==> src/rtl/clk_trim_pkg.sv <==
package clk_trim_pkg;
  localparam int CNT_W   = 16;
  localparam int LIM_W   = 8;
  localparam int TRIM_W  = 6;
  localparam int DIV_W   = 3;
  localparam int PRE_W   = (1 << DIV_W) - 1;
  localparam int MISS_SH = 7;

  localparam logic [CNT_W-1:0]  RELOAD_RST = 16'hBB7F;
  localparam logic [LIM_W-1:0]  LIMIT_RST  = 8'h22;
  localparam logic [TRIM_W-1:0] TRIM_RST   = 6'd32;

  localparam logic [1:0] SRC_PIN  = 2'd0;
  localparam logic [1:0] SRC_XTAL = 2'd1;
  localparam logic [1:0] SRC_SOF  = 2'd2;

  localparam logic [1:0] REG_CTRL = 2'd0;
  localparam logic [1:0] REG_CFG  = 2'd1;
  localparam logic [1:0] REG_STAT = 2'd2;
  localparam logic [1:0] REG_CLR  = 2'd3;

  localparam logic [1:0] GRADE_OK    = 2'd0;
  localparam logic [1:0] GRADE_SMALL = 2'd1;
  localparam logic [1:0] GRADE_BIG   = 2'd2;

  typedef struct packed {
    logic [CNT_W-1:0] reload;
    logic [LIM_W-1:0] limit;
    logic [DIV_W-1:0] div;
    logic [1:0]       src;
    logic             pol;
  } cfg_t;

  typedef struct packed {
    logic cntEn;
    logic swPulse;
  } ctlStrobe_t;

  typedef struct packed {
    logic             evt;
    logic             lateSync;
    logic             zeroHit;
    logic             missHit;
    logic [1:0]       grade;
    logic             dirUp;
    logic [CNT_W-1:0] mag;
  } dpResult_t;

  typedef struct packed {
    logic trimOvf;
    logic syncMiss;
    logic syncErr;
    logic esync;
    logic warn;
    logic ok;
  } flags_t;
endpackage

==> src/rtl/clk_trim_dp.sv <==
module clk_trim_dp
  import clk_trim_pkg::*;
(
  input  logic       clk,
  input  logic       rstN,
  input  logic       syncPin,
  input  logic       syncXtal,
  input  logic       syncSof,
  input  cfg_t       cfg,
  input  ctlStrobe_t ctl,
  output dpResult_t  res
);
  logic selLvl, lvl, lvlQ, edgeHit, divFire, syncEvt;
  logic [PRE_W-1:0] divCnt, divMask;
  logic [CNT_W-1:0] cnt, missLim, limExt, lim3;
  logic upQ, missQ, zeroHit, missHit;

  // sync conditioning: source select, polarity, edge detect, prescale
  always_comb begin
    case (cfg.src)
      SRC_PIN:  selLvl = syncPin;
      SRC_XTAL: selLvl = syncXtal;
      SRC_SOF:  selLvl = syncSof;
      default:  selLvl = 1'b0;
    endcase
  end

  assign lvl     = selLvl ^ cfg.pol;
  assign edgeHit = lvl & ~lvlQ;
  assign divMask = ~({PRE_W{1'b1}} << cfg.div);
  assign divFire = edgeHit && ((divCnt & divMask) == divMask);
  assign syncEvt = ctl.cntEn && (divFire || ctl.swPulse);

  always_ff @(posedge clk or negedge rstN) begin
    if (!rstN) begin
      lvlQ   <= 1'b0;
      divCnt <= '0;
    end else begin
      lvlQ <= lvl;
      if (!ctl.cntEn)   divCnt <= '0;
      else if (edgeHit) divCnt <= divFire ? '0 : divCnt + 1'b1;
    end
  end

  // reload counter: down to zero, then up until the miss ceiling
  assign missLim = CNT_W'({cfg.limit, {MISS_SH{1'b0}}});
  assign zeroHit = ctl.cntEn && !upQ && !missQ && (cnt == '0);
  assign missHit = ctl.cntEn && upQ && !missQ && !syncEvt && (cnt == missLim);

  always_ff @(posedge clk or negedge rstN) begin
    if (!rstN) begin
      cnt   <= RELOAD_RST;
      upQ   <= 1'b0;
      missQ <= 1'b0;
    end else if (!ctl.cntEn || syncEvt) begin
      cnt   <= cfg.reload;
      upQ   <= 1'b0;
      missQ <= 1'b0;
    end else if (missHit) begin
      missQ <= 1'b1;
    end else if (!missQ) begin
      if (upQ)          cnt <= cnt + 1'b1;
      else if (zeroHit) begin
        upQ <= 1'b1;
        cnt <= CNT_W'(1);
      end else          cnt <= cnt - 1'b1;
    end
  end

  // grading of the present magnitude against limit and 3 x limit
  assign limExt = CNT_W'(cfg.limit);
  assign lim3   = limExt + (limExt << 1);

  always_comb begin
    res.evt      = syncEvt;
    res.lateSync = syncEvt && missQ;
    res.zeroHit  = zeroHit;
    res.missHit  = missHit;
    res.dirUp    = upQ;
    res.mag      = cnt;
    if (cnt < limExt)    res.grade = GRADE_OK;
    else if (cnt < lim3) res.grade = GRADE_SMALL;
    else                 res.grade = GRADE_BIG;
  end
endmodule

==> src/rtl/clk_trim_ctl.sv <==
module clk_trim_ctl
  import clk_trim_pkg::*;
(
  input  logic              clk,
  input  logic              rstN,
  input  logic              wrEn,
  input  logic [1:0]        addr,
  input  logic [31:0]       wrData,
  output logic [31:0]       rdData,
  input  dpResult_t         res,
  output cfg_t              cfg,
  output ctlStrobe_t        ctl,
  output flags_t            flags,
  output logic [TRIM_W-1:0] trimCode,
  output logic [CNT_W-1:0]  capOut,
  output logic              dirOut,
  output logic              irq
);
  localparam logic [TRIM_W:0] TRIM_MAX = (TRIM_W+1)'((1 << TRIM_W) - 1);

  logic cntEnQ, autoTrimQ, swPulseQ, dirQ;
  logic [3:0] ieQ;
  logic [TRIM_W-1:0] trimQ, stepAmt, trimNext;
  logic [TRIM_W:0] trimSum;
  logic [CNT_W-1:0] capQ;
  logic trimSat, ctrlWr, cfgWr, clrWr, gradedEvt, doStep, errAny;
  flags_t setV, clrV;
  logic unusedBits;

  assign ctrlWr = wrEn && (addr == REG_CTRL);
  assign cfgWr  = wrEn && (addr == REG_CFG);
  assign clrWr  = wrEn && (addr == REG_CLR);
  assign unusedBits = ^{wrData[31:14], wrData[3], wrData[27], wrData[30]};

  // trim stepping with saturation at both bounds
  always_comb begin
    stepAmt  = (res.grade == GRADE_BIG) ? TRIM_W'(2) : TRIM_W'(1);
    trimSum  = {1'b0, trimQ} + {1'b0, stepAmt};
    trimSat  = 1'b0;
    trimNext = trimQ;
    if (res.dirUp) begin
      if (trimQ < stepAmt) begin
        trimNext = '0;
        trimSat  = 1'b1;
      end else trimNext = trimQ - stepAmt;
    end else if (trimSum > TRIM_MAX) begin
      trimNext = TRIM_MAX[TRIM_W-1:0];
      trimSat  = 1'b1;
    end else trimNext = trimSum[TRIM_W-1:0];
  end

  assign gradedEvt = res.evt && !res.lateSync;
  assign doStep    = gradedEvt && autoTrimQ && (res.grade != GRADE_OK);

  always_comb begin
    setV.ok       = gradedEvt && (res.grade == GRADE_OK);
    setV.warn     = gradedEvt && (res.grade != GRADE_OK);
    setV.esync    = res.zeroHit;
    setV.syncErr  = res.lateSync;
    setV.syncMiss = res.missHit;
    setV.trimOvf  = doStep && trimSat;
    clrV.ok       = clrWr && wrData[0];
    clrV.warn     = clrWr && wrData[1];
    clrV.syncErr  = clrWr && wrData[2];
    clrV.syncMiss = clrWr && wrData[2];
    clrV.trimOvf  = clrWr && wrData[2];
    clrV.esync    = clrWr && wrData[3];
  end

  always_ff @(posedge clk or negedge rstN) begin
    if (!rstN) begin
      cntEnQ    <= 1'b0;
      autoTrimQ <= 1'b0;
      swPulseQ  <= 1'b0;
      ieQ       <= '0;
      trimQ     <= TRIM_RST;
      cfg       <= '{reload: RELOAD_RST, limit: LIMIT_RST, div: '0, src: SRC_SOF, pol: 1'b0};
      capQ      <= '0;
      dirQ      <= 1'b0;
      flags     <= '0;
    end else begin
      swPulseQ <= ctrlWr && wrData[2];
      if (ctrlWr) begin
        cntEnQ    <= wrData[0];
        autoTrimQ <= wrData[1];
        ieQ       <= wrData[7:4];
        if (!autoTrimQ) trimQ <= wrData[13:8];
      end
      if (doStep) trimQ <= trimNext;
      if (cfgWr && !cntEnQ)
        cfg <= '{reload: wrData[15:0], limit: wrData[23:16], div: wrData[26:24],
                 src: wrData[29:28], pol: wrData[31]};
      if (res.evt) begin
        capQ <= res.mag;
        dirQ <= res.dirUp;
      end
      flags <= (flags & ~clrV) | setV;
    end
  end

  assign errAny    = flags.syncErr | flags.syncMiss | flags.trimOvf;
  assign ctl       = '{cntEn: cntEnQ, swPulse: swPulseQ};
  assign trimCode  = trimQ;
  assign capOut    = capQ;
  assign dirOut    = dirQ;
  assign irq       = |(ieQ & {flags.esync, errAny, flags.warn, flags.ok});

  always_comb begin
    case (addr)
      REG_CTRL: rdData = {18'd0, trimQ, ieQ, 2'b00, autoTrimQ, cntEnQ};
      REG_CFG:  rdData = {cfg.pol, 1'b0, cfg.src, 1'b0, cfg.div, cfg.limit, cfg.reload};
      REG_STAT: rdData = {capQ, 8'd0, dirQ, flags.trimOvf, flags.syncMiss, flags.syncErr,
                          flags.esync, errAny, flags.warn, flags.ok};
      default:  rdData = 32'd0;
    endcase
  end
endmodule

==> src/rtl/clk_trim_ctrl.sv <==
module clk_trim_ctrl
  import clk_trim_pkg::*;
(
  input  logic              clk,
  input  logic              rstN,
  input  logic              syncPin,
  input  logic              syncXtal,
  input  logic              syncSof,
  input  logic              wrEn,
  input  logic [1:0]        addr,
  input  logic [31:0]       wrData,
  output logic [31:0]       rdData,
  output logic [TRIM_W-1:0] trimCode,
  output logic [CNT_W-1:0]  errCapture,
  output logic              errDirUp,
  output logic              irq
);
  cfg_t       cfgS;
  ctlStrobe_t ctlS;
  dpResult_t  dpRes;
  flags_t     flagS;

  clk_trim_dp u_dp (
    .clk(clk), .rstN(rstN), .syncPin(syncPin), .syncXtal(syncXtal), .syncSof(syncSof),
    .cfg(cfgS), .ctl(ctlS), .res(dpRes)
  );

  clk_trim_ctl u_ctl (
    .clk(clk), .rstN(rstN), .wrEn(wrEn), .addr(addr), .wrData(wrData), .rdData(rdData),
    .res(dpRes), .cfg(cfgS), .ctl(ctlS), .flags(flagS), .trimCode(trimCode),
    .capOut(errCapture), .dirOut(errDirUp), .irq(irq)
  );
endmodule

==> config.mk <==
export PLATFORM = sky130hd
export DESIGN_NAME = clk_trim_ctrl
export DESIGN_NICKNAME = d
export VERILOG_FILES = /design/src/rtl/clk_trim_pkg.sv /design/src/rtl/clk_trim_dp.sv /design/src/rtl/clk_trim_ctl.sv /design/src/rtl/clk_trim_ctrl.sv
export SDC_FILE = /design/constraint.sdc
export NUM_CORES = 1
export LEC_CHECK = 0
export BUFFER_PORTS_ARGS = -buffer_cell sky130_fd_sc_hd__buf_2
export CORE_MARGIN = 5
export CORE_UTILIZATION = 60
export CTS_BUF_LIST = sky130_fd_sc_hd__clkbuf_4 sky130_fd_sc_hd__clkbuf_8 sky130_fd_sc_hd__clkbuf_16
export DETAILED_ROUTE_END_ITERATION = 8
export GPL_TIMING_DRIVEN = 0
export PLACE_DENSITY_LB_ADDON = 0.2
export SLEW_MARGIN = 20
export SYNTH_ARGS = -nofsm -noshare
export SYNTH_HDL_FRONTEND = slang
export SYNTH_HIERARCHICAL = 1
export SYNTH_SLANG_ARGS = --single-unit
==> constraint.sdc <==
create_clock -name clk -period 12.2 [get_ports clk]
set_input_delay 2.44 -clock clk [delete_from_list [all_inputs] [get_ports clk]]
set_output_delay 2.44 -clock clk [all_outputs]
set_load 0.05 [all_outputs]
==> results of run 1 <==
cells in the mapped netlist, drive strengths merged (15+ instances only):
cell type	number	area share
nand2	63	0.036
mux2	57	0.11
a22o	19	0.025
xor2	19	0.025
dfrtp	62	0.23
mux2i	20	0.030
ha	31	0.058
a21oi	30	0.024
inv	25	0.014
buf	34	0.041
nor2	39	0.025
nand3	15	0.011
dfstp	30	0.12
o21ai	42	0.032
worst min path at each step:
stage	from	to
4_1_cts	u_ctl/cfg[22]	u_dp/cnt[8]
2_1_floorplan	u_ctl/cfg[29]	u_dp/cnt[15]
6_report	u_ctl/cfg[22]	u_dp/cnt[8]
3_3_place_gp	u_ctl/cfg[22]	u_dp/cnt[8]
5_1_grt	u_ctl/cfg[25]	u_dp/cnt[11]
3_5_place_dp	u_ctl/cfg[22]	u_dp/cnt[8]
stage by stage:
step / cell area, sq um / hold WS, ns
6_report: 7520 / 0.494
5_1_grt: 7520 / 0.515
4_1_cts: 7520 / 0.487
3_5_place_dp: 7320 / 0.481
3_3_place_gp: 7290 / 0.477
2_1_floorplan: 6650 / 0.448
routing by layer:
| metal | up-vias | wire length, um |
|---|---|---|
| li1 | 2656 | - |
| met1 | 2834 | 7960 |
| met2 | 341 | 9090 |
| met3 | 39 | 1740 |
| met4 | 2 | 351 |
| met5 | - | 13 |
worst reg2reg max path: stages (launching register included):
cell	delay, ns
dfstp_2	0.64
ha_1	0.26
a21o_1	0.17
a21oi_1	0.20
nor2b_1	0.07
o21a_1	0.18
o41ai_1	0.38
xnor2_1	0.15
ha_1	0.31
nand3_1	0.08
nor2_1	0.14
nand2_1	0.06
o21ai_0	0.31
nor2b_1	0.14
nand2b_1	0.25
ha_1	0.25
fa_1	0.42
nor2b_1	0.19
a21oi_1	0.26
o221ai_1	0.17
a22o_1	0.21
cells by family after synthesis:
family | share of synthesized area
AND/OR/NAND/NOR | 0.172
AO/OA/AOI/OAI | 0.166
adder cells (fa/ha/maj) | 0.0674
XOR/XNOR | 0.0356
buffers and inverters | 0.0630
flip-flops | 0.352
multiplexers | 0.144
power by group through the flow:
stage | registers (mW) | clock network, mW | logic [mW]
3_3_place_gp | 0.588 | 0 | 0.980
5_1_grt | 0.606 | 0.236 | 1.12
3_5_place_dp | 0.594 | 0 | 1.02
2_1_floorplan | 0.656 | 0 | 0.676
6_report | 0.592 | 0.218 | 1.04
4_1_cts | 0.589 | 0.223 | 1.02
cell type report:
cell class | instances | area (sq um)
Timing Repair Buffer | 93 | 494
Buffer | 48 | 325
Tap cell | 140 | 175
Clock inverter | 6 | 73.8
Fill cell | 825 | 3320
Inverter | 25 | 93.8
Clock buffer | 10 | 131
Sequential cell | 92 | 2340
Multi-Input combinational cell | 508 | 3890
flip-flops by register name, summed over array words and instances, names as in the netlist, 4 cells and up:
name,cells
u_dp/cnt,16
u_ctl/capOut,16
u_ctl/trimCode,6
u_ctl/flags,6
u_ctl/ieQ,4
u_ctl/cfg,30
u_dp/divCnt,7
==> results.md, run 1 <==
- HPWL Detailed: 14.4 mm
- Sw Pwr: 919 uW
- Int Power: 926 uW
- RSZ-0062 raised after global routing: no
- Wire length per cell: 20.8 um
- Critical Path End Type: output port
- Setup slack on the worst flop-to-flop path: 7.26 ns
- Routability cong.: 0.954
- Peak supply drop: 0.147 mV
- Worst path bufs/invs: 4
- Post-route insts no fill: 922
- Hold path depth: 2
- Post-cts repair resize count: 0
- Most frequent cells in the layout: buf_2, nand2_1, dfrtp_1, nor2_1, o21ai_0
- Drc violations: 0
- CP top delay family: buffers and inverters
- Vias per cell: 6.37
- Top Usage Layer GRT: met2
- Critical path peak fanout: 10
- Critical Path Source Type: primary input
- TritonCTS buffer count: 9
- Vias in the first global route: 5815
- LEAKAGE: 3.51 nW
- Worst Setup EP: rdData[3]
- GRT Residual Overflow: 0
- Antenna Diode Count: 0
- CP Cell Sequence: buf_2 > nor2b_1 > buf_6 > clkbuf_1 > a22o_1 > buf_2
- Core area: 0.0108 sq mm
- Slew at the pin with the worst max-slew slack: 0.654 ns
- Largest net degree at the start of global routing: 60
- Postcts setup bufs: 0
- R2R Path Start: u_ctl/cfg[7]
- Sequential Power Share: 0.321
- CTS tree: built
- Drt first pass iters: 5
- Final hold viol count: 0
- Min Clock Period, post-route: 6.42 ns
- Ports: 96
- Syn Area/Cell: 9.88 sq um
- Tcrit/Tclk final: 0.526
- Crit path from: addr[1]
- Total power: 1.84 mW
- H-tree depth: 3
- First-pass GRT wire length: 30.5 mm
- Total of max-cap violations: 0
- Routed Antenna Nets: 0
- Final Slew Violations: 0
- Clock Path Buffers: 2
- Sequential element share of the synthesized area: 0.352
- Slew headroom: 0.564
- R2r worst-path depth: 20
- Port bufs: 92
- Setup TNS: 0 ns
- Met1 Resource Use GR: 0.403
- Final WL: 19.2 mm
- Clk Latency, worst-skew pair: 0.38 ns
- Final Setup Violations: 0
- Core Util, Final: 0.694
- Pre-CTS WS: 5.82 ns
- DIE WIDTH: 115 um
- Worst EP required: 9.76 ns
- WP depth: 6
- GRT Util Overall: 0.296
- Status: finished, final reports clean
- M3 GR Usage: 0.0663
- Most used DFF post-synth: dfrtp_1
- PnR worst setup slack: 5.78 ns
- Max Freq: 0.156 GHz
- CP peak stage delay: 0.52 ns
- CTS root buffer: clkbuf_8
- Post-layout nets: 851
- Yosys cell types: 82
- Cell Pwr Density: 245 mW/mm^2
- Crit Path Class: in -> out
- Initial antenna violation count: 1
- Yosys reg bits: 92
- CP arrival: 3.98 ns
- Ys async rst share: 1.00
- Syn_nets: 747
- FP Rows: 38
- YS warnings: 6
- M2 GR Usage: 0.472
- Synth Instances: 673
- Drt initial violations: 586
- Hold Path Class: reg -> reg
- Capturing point of the worst reg2reg path: u_ctl/trimCode[1]
- Clock Power Share: 0.118
- # hold bufs at CTS: 0
- Slowest library cell on the worst path: clkbuf_1
- Mapped Area: 0.00665 sq mm
- Share of cells above drive strength 1: 0.322
- Clock skew: 0.0155 ns
- Die H: 115 um
- Worst-path clk slew: 0.10 ns
- Initial Utilization: 0.613
- Comb pwr share: 0.561
- Die Area: 0.0133 sq mm
- DR vias: 5872
- EDFF count, synth: 0
- Switching share of power: 0.498
- Area Overhead vs Synth: 13.2%
- Placed insts: 906
- Commonest non-fill, non-tap cell in the layout: buf_2
- CTS sink cnt: 92
- Most used cell, CP: buf_2
(Power assumes the default switching activity.)
==> inputs of run 2 (changes only) <==
--- a/config.mk
+++ b/config.mk
@@ -7,7 +7,7 @@
 export LEC_CHECK = 0
 export BUFFER_PORTS_ARGS = -buffer_cell sky130_fd_sc_hd__buf_2
 export CORE_MARGIN = 5
-export CORE_UTILIZATION = 60
+export CORE_UTILIZATION = 53
 export CTS_BUF_LIST = sky130_fd_sc_hd__clkbuf_4 sky130_fd_sc_hd__clkbuf_8 sky130_fd_sc_hd__clkbuf_16
 export DETAILED_ROUTE_END_ITERATION = 8
 export GPL_TIMING_DRIVEN = 0
==> constraint.sdc (replaced) <==
create_clock -name clk -period 5.4 [get_ports clk]
set_input_delay 1.08 -clock clk [delete_from_list [all_inputs] [get_ports clk]]
set_output_delay 1.08 -clock clk [all_outputs]
set_load 0.05 [all_outputs]
==> results.md, run 2 (synthesis gave the netlist of run 1 again) <==
- Status: finished, final reports clean
- Post-layout nets: 851
- H-tree depth: 3
- Vias per cell: 6.00
- Port bufs: 92
- Switching share of power: 0.477
- Comb pwr share: 0.532
- Initial antenna violation count: 0
- Core area: 0.0125 sq mm
- Sw Pwr: 2.09 mW
- CP top delay family: compound AO/OA/AOI/OAI gates
- Clk Latency, worst-skew pair: 0.35 ns
- Final WL: 19.5 mm
- Post-cts repair resize count: 0
- # hold bufs at CTS: 0
- Wire length per cell: 20.4 um
- Largest net degree at the start of global routing: 82
- GRT Util Overall: 0.265
- Setup TNS: 0 ns
- Most frequent cells in the layout: buf_2, nand2_1, dfrtp_1, nor2_1, o21ai_0
- HPWL Detailed: 14.7 mm
- Die H: 122 um
- Hold Path Class: reg -> reg
- Drc violations: 0
- CTS root buffer: clkbuf_16
- Min Clock Period, post-route: 4.90 ns
- Routability cong.: 0.952
- Routed Antenna Nets: 0
- Area of the multi-input gates: 0.00389 sq mm
- CP peak stage delay: 0.45 ns
- CP Cell Sequence: ha_1 > fa_1 > a21o_1 > a21oi_1 > nor2b_1 > o21ai_0 > nand2b_1 > a21oi_1 > ha_1 > a21oi_1 > o211ai_1 > a21oi_1 > o21ai_0 > nor2b_1 > nand2b_1 > inv_1 > fa_1 > nor2b_1 > a21oi_1 > o221ai_1 > a22o_1
- CTS tree: built
- Worst path bufs/invs: 1
- Final hold viol count: 0
- Drt initial violations: 457
- DIE WIDTH: 122 um
- Ports: 96
- Postcts setup bufs: 0
- RSZ-0062 raised after global routing: no
- Critical Path Source Type: flip-flop
- Max FFs per register: 30
- Tcrit/Tclk final: 0.908
- Final Setup Violations: 0
- TritonCTS buffer count: 9
- Slew at the pin with the worst max-slew slack: 0.621 ns
- Worst EP required: 5.64 ns
- Die Area: 0.0149 sq mm
- Most used cell, CP: a21oi_1
- GRT Residual Overflow: 0
- Worst-path clk slew: 0.07 ns
- Total of max-cap violations: 0
- Initial Utilization: 0.533
- Fill count: 1039
- Cell Pwr Density: 569 mW/mm^2
- Int Power: 2.28 mW
- Peak supply drop: 0.305 mV
- Commonest non-fill, non-tap cell in the layout: buf_2
- Critical path peak fanout: 5
- Antenna Diode Count: 0
- Total power: 4.37 mW
- Slowest library cell on the worst path: fa_1
- Slew headroom: 0.585
- Vias in the first global route: 5731
- Final Slew Violations: 0
- Max Freq: 0.204 GHz
- Largest Register: u_ctl/cfg
- Area Overhead vs Synth: 15.6%
- DR vias: 5728
- Critical Path End Type: flip-flop
- CTS sink cnt: 92
- CP arrival: 5.15 ns
- Share of cells above drive strength 1: 0.322
- FF/Latch Area: 0.00234 sq mm
- LEAKAGE: 3.57 nW
- First-pass GRT wire length: 30.8 mm
- Drt first pass iters: 8
- Clock Power Share: 0.162
- Sequential Power Share: 0.307
- Clock Path Buffers: 2
- Crit Path Class: reg -> reg
- FP Rows: 41
- Clock skew: 0.00985 ns
==> run 2: cell type report <==
| class | instances | area share |
|---|---|---|
| multi-input combinational | 508 | 0.506 |
| sequential | 92 | 0.304 |
| timing repair buffer | 93 | 0.0643 |
| buffer | 48 | 0.0423 |
| clock buffer | 10 | 0.0303 |
| tap | 172 | 0.0280 |
| clock inverter | 6 | 0.0125 |
| inverter | 25 | 0.0122 |
==> run 2: through the flow <==
stage | area [sq um] | hold slack [ns] | utilization | std cells | setup slack, ns
6_report | 7690 | 0.470 | 0.617 | 954 | 0.496
5_1_grt | 7690 | 0.517 | 0.617 | 954 | 0.286
4_1_cts | 7690 | 0.483 | 0.617 | 954 | 0.616
3_5_place_dp | 7360 | 0.474 | 0.590 | 938 | 0.659
3_3_place_gp | 7330 | 0.474 | 0.588 | 937 | 0.776
2_1_floorplan | 6650 | 0.448 | - | 673 | 1.27
==> run 2: path summary, 6_finish.rpt <==
check	from	to	slack (ns)	depth (start not counted)
max in group asynchronous	rstN	u_ctl/cfg[25]	4.20	2
max reg2reg	u_ctl/cfg[6]	u_ctl/trimCode[1]	0.50	21
min	u_ctl/cfg[22]	u_dp/cnt[8]	0.47	2
min in group asynchronous	rstN	u_ctl/capOut[5]	0.54	1
min reg2reg	u_ctl/cfg[22]	u_dp/cnt[8]	0.47	2
max	u_ctl/cfg[6]	u_ctl/trimCode[1]	0.50	21
==> run 2: routing by layer <==
| layer | vias to the layer above | GRT usage | part of all wire |
|---|---|---|---|
| met3 | 34 | 0.0529 | 0.060 |
| met2 | 221 | 0.433 | 0.47 |
| met5 | - | 0 | 0 |
| li1 | 2643 | - | - |
| met4 | 0 | 0.0875 | 0.024 |
| met1 | 2830 | 0.354 | 0.44 |
==> run 2: worst register-to-register path: cells and delay by family (launching register included) <==
| kind | cells | cell delay (ns) |
|---|---|---|
| AO/OA/AOI/OAI | 11 | 1.84 |
| adder cells (fa/ha/maj) | 4 | 1.42 |
| AND/OR/NAND/NOR | 5 | 0.93 |
| flip-flops | 1 | 0.44 |
| buffers and inverters | 1 | 0.14 |
==> run 2: power groups by stage <==
stage	clock network (mW)	logic, mW	registers (mW)
after floorplan	0	1.53	1.48
after global placement	0	2.23	1.33
after detailed placement	0	2.29	1.35
after CTS	0.723	2.31	1.34
after global routing	0.750	2.51	1.38
final	0.706	2.32	1.34
==> inputs of run 3 (changes only) <==
--- a/config.mk
+++ b/config.mk
@@ -6,7 +6,6 @@
 export NUM_CORES = 1
 export LEC_CHECK = 0
 export BUFFER_PORTS_ARGS = -buffer_cell sky130_fd_sc_hd__buf_2
-export CORE_MARGIN = 5
 export CORE_UTILIZATION = 53
 export CTS_BUF_LIST = sky130_fd_sc_hd__clkbuf_4 sky130_fd_sc_hd__clkbuf_8 sky130_fd_sc_hd__clkbuf_16
 export DETAILED_ROUTE_END_ITERATION = 8
==> results.md, run 3 (synthesis gave the netlist of run 1 again) <==
- Status: finished, final reports clean
- R2R Path Start: u_ctl/cfg[6]
- Clock skew: 0.00545 ns
- Setup TNS: 0 ns
- Port bufs: 92
- Wire length per cell: 20.5 um
- GRT Util Overall: 0.315
- CTS tree: built
- TritonCTS buffer count: 9
- H-tree depth: 3
- Total of max-cap violations: 0
- Final hold viol count: 0
- Core Util, Final: 0.632
- Post-route insts no fill: 950
- CTS root buffer: clkbuf_16
- Antenna Diode Count: 0
- Final hold slack: 0.483 ns
- Clk Latency, worst-skew pair: 0.34 ns
- Drt first pass iters: 5
- Crit path from: u_ctl/cfg[6]
- Worst-path clk slew: 0.06 ns
- DR vias: 5760
- Final WL: 19.5 mm
- Area Overhead vs Synth: 15.1%
- Post-layout nets: 851
- Post-cts repair resize count: 0
- Commonest non-fill, non-tap cell in the layout: buf_2
- GRT Residual Overflow: 0
- Largest net degree at the start of global routing: 57
- Ports: 96
- Largest Register: u_ctl/cfg
- Total power: 4.32 mW
- M2 GR Usage: 0.508
- Cell Pwr Density: 564 mW/mm^2
- Slew at the pin with the worst max-slew slack: 0.869 ns
- Max Freq: 0.199 GHz
- DIE WIDTH: 114 um
- Die H: 114 um
- Most frequent cells in the layout: buf_2, nand2_1, dfrtp_1, nor2_1
- PnR worst setup slack: 0.368 ns
- RSZ-0062 raised after global routing: no
- Placed insts: 934
- Routability cong.: 0.953
- Placed inst area: 0.00735 sq mm
- Initial antenna violation count: 0
- Top Usage Layer GRT: met2
- Die Area: 0.0130 sq mm
- Min Clock Period, post-route: 5.03 ns
- Fill count: 1064
- Core area: 0.0121 sq mm
- Area of the multi-input gates: 0.00389 sq mm
- M3 GR Usage: 0.0749
- Tcrit/Tclk final: 0.932
- Critical Path Source Type: flip-flop
- Met1 Resource Use GR: 0.408
- Vias in the first global route: 5732
- Max FFs per register: 30
- Slew headroom: 0.420
- Setup slack on the worst flop-to-flop path: 0.37 ns
- First-pass GRT wire length: 31.0 mm
- Hold_sp: u_ctl/cfg[25]
- CTS sink cnt: 92
- Critical Path End Type: flip-flop
- Worst EP required: 5.64 ns
- FF/Latch Area: 0.00234 sq mm
- Initial Utilization: 0.549
- Share of cells above drive strength 1: 0.322
- Vias per cell: 6.06
- CP arrival: 5.27 ns
- Drc violations: 0
- Crit Path Class: reg -> reg
- # hold bufs at CTS: 0
- HPWL Detailed: 14.5 mm
- Hold Path Class: reg -> reg
- Critical path peak fanout: 5
- Clock Path Buffers: 2
- Peak supply drop: 0.302 mV
- Postcts setup bufs: 0
- Pre-CTS WS: 0.334 ns
- LEAKAGE: 3.55 nW
- FP Rows: 40
- Finished Cell Area: 0.00766 sq mm
- Final Slew Violations: 0
- Final Setup Violations: 0
- Drt initial violations: 510
- Routed Antenna Nets: 0
[run 3: cell type report]
class | instances | area share
Buffer | 48 | 0.0425
Clock inverter | 6 | 0.00833
Timing Repair Buffer | 93 | 0.0645
Multi-Input combinational cell | 508 | 0.508
Sequential cell | 92 | 0.306
Clock buffer | 10 | 0.0312
Tap cell | 168 | 0.0275
Inverter | 25 | 0.0123
[run 3: routing by layer]
layer	share of wire	vias to the layer above
li1	-	2648
met1	0.43	2791
met2	0.47	276
met3	0.069	45
met4	0.032	0
met5	0	-
[run 3: where the power goes]
group          switching, mW  internal [mW]  leakage [nW]  total (mW)
sequential             0.364          0.996          1.10        1.36
clock                  0.265          0.370         0.144       0.635
combinational           1.45          0.873          2.31        2.33
[run 3: worst paths after layout]
path,depth (start not counted),end
max in group asynchronous,2,u_ctl/cfg[7]
max,21,u_ctl/trimCode[1]
min,2,u_dp/cnt[11]
min in group asynchronous,1,u_ctl/cfg[5]
min reg2reg,2,u_dp/cnt[11]
max reg2reg,21,u_ctl/trimCode[1]
[run 3: worst max-delay path, cell delays in order (launching register included)]
cell and delay, ns:
dfrtp_1 0.47, ha_1 0.27, fa_1 0.41, a21o_1 0.18, a21oi_1 0.22, nor2b_1 0.07, o21ai_0 0.18, nand2b_1 0.13
a21oi_1 0.19, ha_1 0.27, a21oi_1 0.16, o211ai_1 0.11, a21oi_1 0.12, o21ai_1 0.16, nor2b_1 0.30, nand2b_1 0.26
inv_1 0.14, fa_1 0.46, nor2b_1 0.20, a21oi_1 0.24, o221ai_1 0.18, a22o_1 0.21
